<file path="src/rtl/hz_pkg.sv">
package hz_pkg;
  parameter int unsigned HZ_RIDX_W = 5;
  parameter int unsigned HZ_NSRC   = 2;
  parameter int unsigned HZ_NPROD  = 2;

  typedef logic [HZ_RIDX_W-1:0] ridx_t;

  typedef struct packed {
    ridx_t rd;
    logic  we;
    logic  vld;
  } prod_t;

  typedef struct packed {
    ridx_t idx;
    logic  used;
  } src_t;

  // A source waits on a producer when it is read, is not the zero register,
  // and a live writing instruction targets it.
  function automatic logic src_waits(src_t s, prod_t p);
    return s.used && (s.idx != '0) && p.vld && p.we && (p.rd == s.idx);
  endfunction
endpackage

</file>
<file path="src/rtl/hz_raw_detect.sv">
module hz_raw_detect
  import hz_pkg::*;
#(
  parameter int unsigned NSRC  = HZ_NSRC,
  parameter int unsigned NPROD = HZ_NPROD
) (
  input  logic  clk,
  input  logic  rst_n,
  input  logic  id_vld,
  input  src_t  src  [NSRC],
  input  prod_t prod [NPROD],
  output logic  raw_stall
);
  logic [NSRC-1:0][NPROD-1:0] dep_hit;

  for (genvar s = 0; s < NSRC; s++) begin : g_src
    for (genvar p = 0; p < NPROD; p++) begin : g_prod
      assign dep_hit[s][p] = src_waits(src[s], prod[p]);
    end
  end

  assign raw_stall = id_vld && (|dep_hit);

  // an invalid decode slot never requests a stall
  a_r3_idle_decode: assert property (@(posedge clk) disable iff (!rst_n)
    !id_vld |-> !raw_stall);

  for (genvar s = 0; s < NSRC; s++) begin : g_chk
    // zero register or unused operand contributes no dependence
    a_r4_quiet_src: assert property (@(posedge clk) disable iff (!rst_n)
      (!src[s].used || src[s].idx == '0) |-> (dep_hit[s] == '0));
  end
endmodule

</file>
<file path="src/rtl/hz_squash.sv">
module hz_squash (
  input  logic clk,
  input  logic rst_n,
  input  logic ex_vld,
  input  logic ex_br_taken,
  input  logic dslot_en,
  output logic redirect,
  output logic kill_decode
);
  assign redirect    = ex_vld && ex_br_taken;
  assign kill_decode = redirect && !dslot_en;

  // delay-slot mode never squashes the decode instruction
  a_r6_slot_kept: assert property (@(posedge clk) disable iff (!rst_n)
    dslot_en |-> !kill_decode);
endmodule

</file>
<file path="src/rtl/hz_mem_arb.sv">
module hz_mem_arb (
  input  logic clk,
  input  logic rst_n,
  input  logic shared_mem_en,
  input  logic mem_vld,
  input  logic mem_access,
  output logic fetch_blocked
);
  assign fetch_blocked = shared_mem_en && mem_vld && mem_access;

  // split memories never block fetch
  a_r7_split_free: assert property (@(posedge clk) disable iff (!rst_n)
    !shared_mem_en |-> !fetch_blocked);
endmodule

</file>
<file path="src/rtl/hazard_interlock.sv">
module hazard_interlock
  import hz_pkg::*;
(
  input  logic                 clk,
  input  logic                 rst_n,
  input  logic                 dslot_en,
  input  logic                 shared_mem_en,
  input  logic                 id_vld,
  input  logic                 ex_vld,
  input  logic                 mem_vld,
  input  logic [HZ_RIDX_W-1:0] ex_rd,
  input  logic                 ex_we,
  input  logic [HZ_RIDX_W-1:0] mem_rd,
  input  logic                 mem_we,
  input  logic [HZ_RIDX_W-1:0] id_rs1,
  input  logic                 id_rs1_use,
  input  logic [HZ_RIDX_W-1:0] id_rs2,
  input  logic                 id_rs2_use,
  input  logic                 ex_br_taken,
  input  logic                 mem_access,
  output logic                 pc_hold,
  output logic                 ifid_hold,
  output logic                 idex_bubble,
  output logic                 if_flush,
  output logic                 id_flush
);
  src_t  srcs  [HZ_NSRC];
  prod_t prods [HZ_NPROD];

  assign srcs[0]  = '{idx: id_rs1, used: id_rs1_use};
  assign srcs[1]  = '{idx: id_rs2, used: id_rs2_use};
  assign prods[0] = '{rd: ex_rd,  we: ex_we,  vld: ex_vld};
  assign prods[1] = '{rd: mem_rd, we: mem_we, vld: mem_vld};

  // Named internal events
  logic raw_stall;
  logic redirect;
  logic kill_decode;
  logic fetch_blocked;
  logic hold_decode;

  hz_raw_detect #(.NSRC(HZ_NSRC), .NPROD(HZ_NPROD)) u_raw (
    .clk       (clk),
    .rst_n     (rst_n),
    .id_vld    (id_vld),
    .src       (srcs),
    .prod      (prods),
    .raw_stall (raw_stall)
  );

  hz_squash u_sq (
    .clk         (clk),
    .rst_n       (rst_n),
    .ex_vld      (ex_vld),
    .ex_br_taken (ex_br_taken),
    .dslot_en    (dslot_en),
    .redirect    (redirect),
    .kill_decode (kill_decode)
  );

  hz_mem_arb u_arb (
    .clk           (clk),
    .rst_n         (rst_n),
    .shared_mem_en (shared_mem_en),
    .mem_vld       (mem_vld),
    .mem_access    (mem_access),
    .fetch_blocked (fetch_blocked)
  );

  // A squashed decode instruction no longer needs its operands.
  assign hold_decode = raw_stall && !kill_decode;

  always_comb begin
    ifid_hold   = hold_decode;
    idex_bubble = hold_decode;
    id_flush    = kill_decode;
    pc_hold     = !redirect && (hold_decode || fetch_blocked);
    if_flush    = !hold_decode && (redirect || fetch_blocked);
  end

  // dependence on execute stalls the front end
  a_r1_ex_dep: assert property (@(posedge clk) disable iff (!rst_n)
    (id_vld && id_rs1_use && id_rs1 != '0 && ex_vld && ex_we && ex_rd == id_rs1
     && !ex_br_taken) |-> (pc_hold && ifid_hold && idex_bubble));

  // dependence on memory stage stalls the front end
  a_r2_mem_dep: assert property (@(posedge clk) disable iff (!rst_n)
    (id_vld && id_rs2_use && id_rs2 != '0 && mem_vld && mem_we && mem_rd == id_rs2
     && !(ex_vld && ex_br_taken)) |-> (pc_hold && idex_bubble));

  // taken branch without delay slot wins over every stall
  a_r5_squash: assert property (@(posedge clk) disable iff (!rst_n)
    (ex_vld && ex_br_taken && !dslot_en) |->
      (id_flush && if_flush && !pc_hold && !ifid_hold && !idex_bubble));

  // shared-port conflict freezes the program counter
  a_r7_port_turn: assert property (@(posedge clk) disable iff (!rst_n)
    (shared_mem_en && mem_vld && mem_access && !(ex_vld && ex_br_taken)) |-> pc_hold);

  // hold and bubble pair up; RAW bubble and squash are exclusive
  a_r8_pairing: assert property (@(posedge clk) disable iff (!rst_n)
    (ifid_hold == idex_bubble) && !(idex_bubble && id_flush));

  // empty pipeline leaves every control output low
  a_r9_empty: assert property (@(posedge clk) disable iff (!rst_n)
    (!id_vld && !ex_vld && !mem_vld) |->
      !(pc_hold || ifid_hold || idex_bubble || if_flush || id_flush));
endmodule

</file>
<file path="config.mk">
export PLATFORM = sky130hd
export DESIGN_NAME = hazard_interlock
export DESIGN_NICKNAME = d
export VERILOG_FILES = /design/src/rtl/hz_pkg.sv /design/src/rtl/hz_raw_detect.sv /design/src/rtl/hz_squash.sv /design/src/rtl/hz_mem_arb.sv /design/src/rtl/hazard_interlock.sv
export SDC_FILE = /design/constraint.sdc
export NUM_CORES = 1
export LEC_CHECK = 0
export BUFFER_PORTS_ARGS = -buffer_cell sky130_fd_sc_hd__buf_2
export CAP_MARGIN = 20
export CELL_PAD_IN_SITES_DETAIL_PLACEMENT = 0
export CELL_PAD_IN_SITES_GLOBAL_PLACEMENT = 1
export CORE_UTILIZATION = 21
export DETAILED_ROUTE_END_ITERATION = 12
export PLACE_DENSITY = 0.79
export SLEW_MARGIN = 20
export SYNTH_ARGS = -nofsm -noshare
export SYNTH_HDL_FRONTEND = slang
export SYNTH_SLANG_ARGS = --single-unit
</file>
<file path="constraint.sdc">
create_clock -name vclk -period 1.3
set_input_delay 0 -clock vclk [all_inputs]
set_output_delay 0 -clock vclk [all_outputs]
set_load 0.1 [all_outputs]
</file>
==> Implementation_results.wiki, run 1 <==
{| class="wikitable"
! Metric !! Value
|-
| Vertical extent of the die || a little over 40 um
|-
| Setup CP Type || input port to output port
|-
| Slew of the pin with the lowest slew margin || 0.482 ns
|-
| Outcome || finished with violations
|-
| Crit path max-delay cell type || sky130_fd_sc_hd__or4_4
|-
| N_diodes || 0
|-
| Fraction of synthesized area in multiplexers || 0
|-
| Crit-path max FO || 3
|-
| Arr. time, crit path || 1.39 ns
|-
| Unrepaired setup endpoints after global routing || true
|-
| Final Slew Violations || 0
|-
| Hold_buf cts || 0
|-
| Starting Density || 0.237
|-
| Clock Buffer Count || 0
|-
| Number of antenna violations at the first check in global routing || 0
|-
| Post-route cell area || 698 sq um
|-
| Library cell occupying the most area in the post-synthesis netlist || sky130_fd_sc_hd__xor2_1
|-
| DRC violation count after routing || 0
|-
| Overflow left after global routing || 0
|-
| Worst min-delay path category || input port to output port
|-
| Count of filler cells inserted in the layout || 124
|-
| DRC marker count from the first detailed-route iteration || 1
|-
| Row count || 13
|-
| Number of endpoints failing setup at the final stage || 4
|-
| Library cells used by synthesis || 15
|-
| Launching element type of the critical path || input port
|-
| Instance count of the mapped netlist || 46
|-
| Most frequent cell after synthesis || sky130_fd_sc_hd__xor2_1
|-
| Syn Std Cell Area || roughly 330 sq um
|-
| Slew headroom || 0.681
|-
| Vias/cell || around 4.6
|-
| Routed WL per cell || 10.7 um
|-
| MaxCap Viol Count || 0
|-
| Hold Path Depth || 4
|-
| Final ANT Viol Nets || 0
|-
| Number of global-route vias before repair || 459
|-
| Share of cells above drive strength 1 || 0.598
|-
| Maximum single-stage delay on the critical path || 0.52 ns
|-
| Period Utilization, post-route || 1.07
|-
| XOR/XNOR Fraction of Synth Area || 0.534
|-
| Routed Wire Length || 1090 um
|-
| Simple-Gate Fraction of Synth Area || 0.275
|-
| Minimum clock period || 1.39 ns
|-
| Synthesized-area fraction occupied by ao, oa, aoi and oai cells || 0.156
|-
| Hold path startpoint || mem_vld
|-
| Multi-input logic area || around 360 sq um
|-
| Instance area at placement || 624 sq um
|-
| Layout overhead on the synthesized area || 113%
|-
| Total core area || ~1400 sq um
|-
| Chip width || 41.5 um
|-
| Standby leakage power || 0.000343 uW
|-
| Routability congestion estimate || 0.826
|-
| Global-route wire length before repair || 1770 um
|-
| End of the worst hold path || if_flush
|-
| Areal power density over the cells || 342 nW/um^2
|-
| Synth warn || 0
|-
| Family with the most delay on the worst path || compound AO/OA/AOI/OAI gates
|-
| Maximum number of pins on one net before global-route repair || 4
|-
| Final layout net count || 122
|-
| Via count || 470
|-
| Area used by sequential logic in the layout || 0 sq um
|-
| FMAX || 720 MHz
|-
| Most area-consuming cells after synthesis || sky130_fd_sc_hd__xor2_1 (53%), sky130_fd_sc_hd__nor4_1 (7.6%), sky130_fd_sc_hd__a22oi_1 (6.9%)
|-
| Mapped Nets || between 70 and 80
|-
| Mapped Avg Cell Area || 7.13 sq um
|-
| List of cells traversed by the critical path || buf_8 > or4_4 > o211ai_1 > o22ai_2 > a22oi_2 > buf_12
|-
| Total number of sequential cells || 0
|-
| Top cell type's share of synthesized area || 0.534
|-
| Kind of capture point of the worst setup path || output port
|-
| Sum Neg Setup Slack || -0.228 ns
|-
| Dominant combinational cell family by area after synthesis || XOR/XNOR gates
|-
| Pre-Repair DR Iteration Count || 3
|-
| Worst supply voltage drop on vdd || about 0.00013 V
|-
| Violations in the final reports || setup timing
|-
| Sequential fraction of the synthesis area || 0
|-
| Total die area || 1720 sq um
|-
| Least setup slack across all paths after layout || -0.0880 ns
|-
| Adder and majority cell fraction of the synthesized area || 0
|-
| Critical path data required time || between 1 and 1.5 ns
|-
| Sum of net half-perimeters after detailed placement || 938 um
|-
| PortBufs || 36
|-
| Total power after layout || 239 uW
|-
| I/O pin cnt || 38
|-
| Total routing resource utilization after global routing || 0.120
|-
| Post-synth top cells || sky130_fd_sc_hd__xor2_1 (20), sky130_fd_sc_hd__nor2_1 (4), sky130_fd_sc_hd__nor4_1 (4), sky130_fd_sc_hd__a22oi_1 (3), sky130_fd_sc_hd__nand2_1 (3)
|-
| Fraction of the core area covered by cells at the end of the flow || 0.505
|-
| Worst path bufs/invs || 2
|-
| Final-report hold violation count || 0
|}
==> tightest hold or removal path, stage by stage <==
cell	delay [ns]
sky130_fd_sc_hd__buf_2	0.11
sky130_fd_sc_hd__nand3_1	0.08
sky130_fd_sc_hd__a22oi_2	0.07
sky130_fd_sc_hd__buf_12	0.17
==> worst max-delay path by stage <==
stage                          from           to  slack (ns)  depth (start not counted)
after floorplan           id_rs2[0]     if_flush       -0.42                          4
after global placement    id_rs1[4]    ifid_hold       -0.15                          7
after detailed placement  id_rs1[4]  idex_bubble       -0.15                          7
after CTS                 id_rs1[3]     if_flush       -0.11                          6
after global routing      id_rs1[1]     if_flush       -0.14                          6
final                     id_rs2[4]     if_flush       -0.09                          6
==> kinds of logic after synthesis <==
kind of cell	Yosys count
xor gates and xnor gates	20
buffers and inverters	2
and+or+nand+nor	17
AOI/OAI and AO/OA	7
==> stage by stage <==
stage                     setup WS (ns)  instances  hold slack (ns)
after CTS                        -0.107        102            0.433
after global routing             -0.136        102            0.455
after detailed placement         -0.147        101            0.431
final                           -0.0880        102            0.429
after floorplan                  -0.420         46            0.358
after global placement           -0.148        101            0.431
==> area by class of cell <==
| type | instances | area share |
|---|---|---|
| Multi-Input combinational cell | 44 | 0.513 |
| Timing Repair Buffer | 42 | 0.455 |
| Tap cell | 15 | 0.0269 |
| Inverter | 1 | 0.00538 |
==> cells in the final DEF (no fill, tap or decap), types with 2 or more instances in the layout <==
cell type / count
sky130_fd_sc_hd__buf_8: 2
sky130_fd_sc_hd__buf_4: 6
sky130_fd_sc_hd__xor2_1: 20
sky130_fd_sc_hd__buf_12: 4
sky130_fd_sc_hd__buf_6: 2
sky130_fd_sc_hd__o211ai_1: 2
sky130_fd_sc_hd__a22oi_1: 2
sky130_fd_sc_hd__nand2_1: 3
sky130_fd_sc_hd__nor4_2: 3
sky130_fd_sc_hd__nor2_1: 4
sky130_fd_sc_hd__buf_2: 28
sky130_fd_sc_hd__or4_4: 2
==> where the power goes <==
group	total (uW)	leakage, uW	switching (uW)	internal [uW]
sequential	0	0	0	0
combinational	239	0.000343	126	114
clock	0	0	0	0
==> what timing repair did <==
action | CTS | global route
gates cloned | 0 | 0
setup buffers | 1 | 0
endpoints found under the setup margin | 4 | 4
gates resized for setup | 8 | 6
pin swaps | 6 | 5
==> routing by layer <==
layer	up-vias	global-route usage	wire (um)
met5	-	0	0
met4	0	0	0
met3	0	0.00870	72
met2	21	0.231	597
met1	204	0.151	425
li1	245	-	-
Note: power is estimated with default switching activity, not from simulation.
==> inputs of run 2 (changes only) <==
- clock period: 1.3 -> 1.4 ns (I/O delays scaled with it)
==> Implementation_results.wiki, run 2 (same netlist as run 1, synthesis figures left out) <==
{| class="wikitable"
! Metric !! Value
|-
| Outcome || finished, final reports clean
|-
| Crit-path max FO || 3 (unchanged)
|-
| Total core area || 1380 sq um (unchanged)
|-
| I/O pin cnt || 38 (unchanged)
|-
| Kind of capture point of the worst setup path || output port
|-
| Slew of the pin with the lowest slew margin || 0.483 ns (+0.00111 ns)
|-
| Number of global-route vias before repair || 437 (-4.8%)
|-
| Area used by sequential logic in the layout || 0 sq um (unchanged)
|-
| FMAX || about 730 MHz
|-
| Total power after layout || 201 uW (-16%)
|-
| Unrepaired setup endpoints after global routing || true
|-
| Count of filler cells inserted in the layout || 138 (+11%)
|-
| Worst hold slack across all endpoints || 0.425 ns (-0.00384 ns)
|-
| Number of antenna violations at the first check in global routing || 0 (unchanged)
|-
| Fraction of the core area covered by cells at the end of the flow || 0.459 (-0.0462)
|-
| Minimum clock period || 1.37 ns
|-
| N_diodes || 0 (unchanged)
|-
| Final-report hold violation count || 0 (unchanged)
|-
| DRC marker count from the first detailed-route iteration || 7 (+6)
|-
| Slew headroom || 0.680 (-0.000733)
|-
| Row count || 13 (unchanged)
|-
| Chip width || 41.5 um (unchanged)
|-
| Hold_buf cts || 0 (unchanged)
|-
| Pre-CTS setup slack || -0.0958 ns (+0.0510 ns)
|-
| DRC violation count after routing || 0 (unchanged)
|-
| MaxCap Viol Count || 0 (unchanged)
|-
| Final ANT Viol Nets || 0 (unchanged)
|-
| Starting Density || 0.237 (unchanged)
|-
| Most common cell after layout, fill and taps aside || sky130_fd_sc_hd__buf_2
|-
| Share of cells above drive strength 1 || 0.537 (-0.0611)
|-
| Routed Wire Length || 1010 um (-8.0%)
|-
| Final layout net count || 117 (-4.1%)
|-
| Overflow left after global routing || 0 (unchanged)
|-
| Layout overhead on the synthesized area || 93.5%
|-
| Sum of net half-perimeters after detailed placement || 931 um (-0.74%)
|-
| Commonest non-fill, non-tap cells in the layout || sky130_fd_sc_hd__buf_2 (29), sky130_fd_sc_hd__xor2_1 (20), sky130_fd_sc_hd__nor2_1 (4), sky130_fd_sc_hd__buf_12 (4)
|-
| Standby leakage power || 0.000313 uW (-8.8%)
|-
| Arr. time, crit path || 1.37 ns (-0.02 ns)
|-
| Global-route wire length before repair || 1720 um (-2.7%)
|-
| Maximum number of pins on one net before global-route repair || 4 (unchanged)
|-
| Routability congestion estimate || 0.817 (-1.1%)
|-
| Critical path data required time || 1.40 ns (+0.10 ns)
|-
| Total routing resource utilization after global routing || 0.118 (-0.00179)
|-
| Total number of sequential cells || 0 (unchanged)
|-
| Number of setup buffers added after CTS || 0 (-1)
|-
| Areal power density over the cells || 317 nW/um^2 (-7.5%)
|-
| Least setup slack across all paths after layout || 0.0284 ns (+0.116 ns)
|-
| Final Slew Violations || 0 (unchanged)
|-
| Worst min-delay path category || input port to output port
|-
| Total die area || 1720 sq um (unchanged)
|-
| Setup CP Type || input port to output port
|-
| Routed WL per cell || 10.4 um (-3.3%)
|-
| Vias/cell || 4.71 (+2.2%)
|-
| Worst supply voltage drop on vdd || 0.000108 V (-16%)
|-
| Vertical extent of the die || 41.5 um (unchanged)
|-
| Launching element type of the critical path || input port
|-
| Clock Buffer Count || 0 (unchanged)
|-
| Pre-Repair DR Iteration Count || 4 (+1)
|-
| Number of endpoints failing setup at the final stage || 0 (-4)
|-
| PortBufs || 36 (unchanged)
|-
| Period Utilization, post-route || 0.980
|-
| Via count || 457 (-2.8%)
|}
-- run 2: power by group --
part	internal, uW	switching (uW)
registers	0	0
logic	92.1	109
clock network	0	0
total	92.1	109
-- run 2: per-layer routing --
metal	wire, um	up-vias	track usage
li1	-	237	-
met1	394	195	0.143
met2	523	25	0.231
met3	89	0	0.0130
met4	0	0	0
met5	0	-	0
-- run 2: cell type report --
type               instances  area, sq um  area share
repair buffers            37          270       0.426
multi-input cells         44          342       0.538
well taps                 15         18.8      0.0296
inverters                  1         3.75     0.00592
-- run 2: what timing repair did --
action | 4_1_cts | 5_1_grt
hold endpoints to repair | 0 | 0
pin swaps | 4 | 2
setup endpoints to repair | 4 | 4
resized for setup | 7 | 3
-- run 2: path summary, 6_finish.rpt --
path | end | start | slack (ns) | cells after the start
worst min-delay path | if_flush | mem_vld | 0.43 | 4
worst max-delay path | if_flush | id_rs1[1] | 0.03 | 6
-- run 2: worst max-delay path, cell delays in order --
cell	delay (ns)
sky130_fd_sc_hd__buf_2	0.12
sky130_fd_sc_hd__or4_1	0.50
sky130_fd_sc_hd__o211ai_1	0.20
sky130_fd_sc_hd__o22ai_2	0.12
sky130_fd_sc_hd__a22oi_2	0.22
sky130_fd_sc_hd__buf_12	0.20
-- run 2: through the flow --
stage / area (sq um) / std cells / setup TNS [ns]
floorplan: 335 / 46 / -0.579
global placement: 594 / 97 / -0.105
detailed placement: 594 / 97 / -0.230
CTS: 621 / 97 / 0
global route: 634 / 97 / -0.125
finish: 634 / 97 / 0
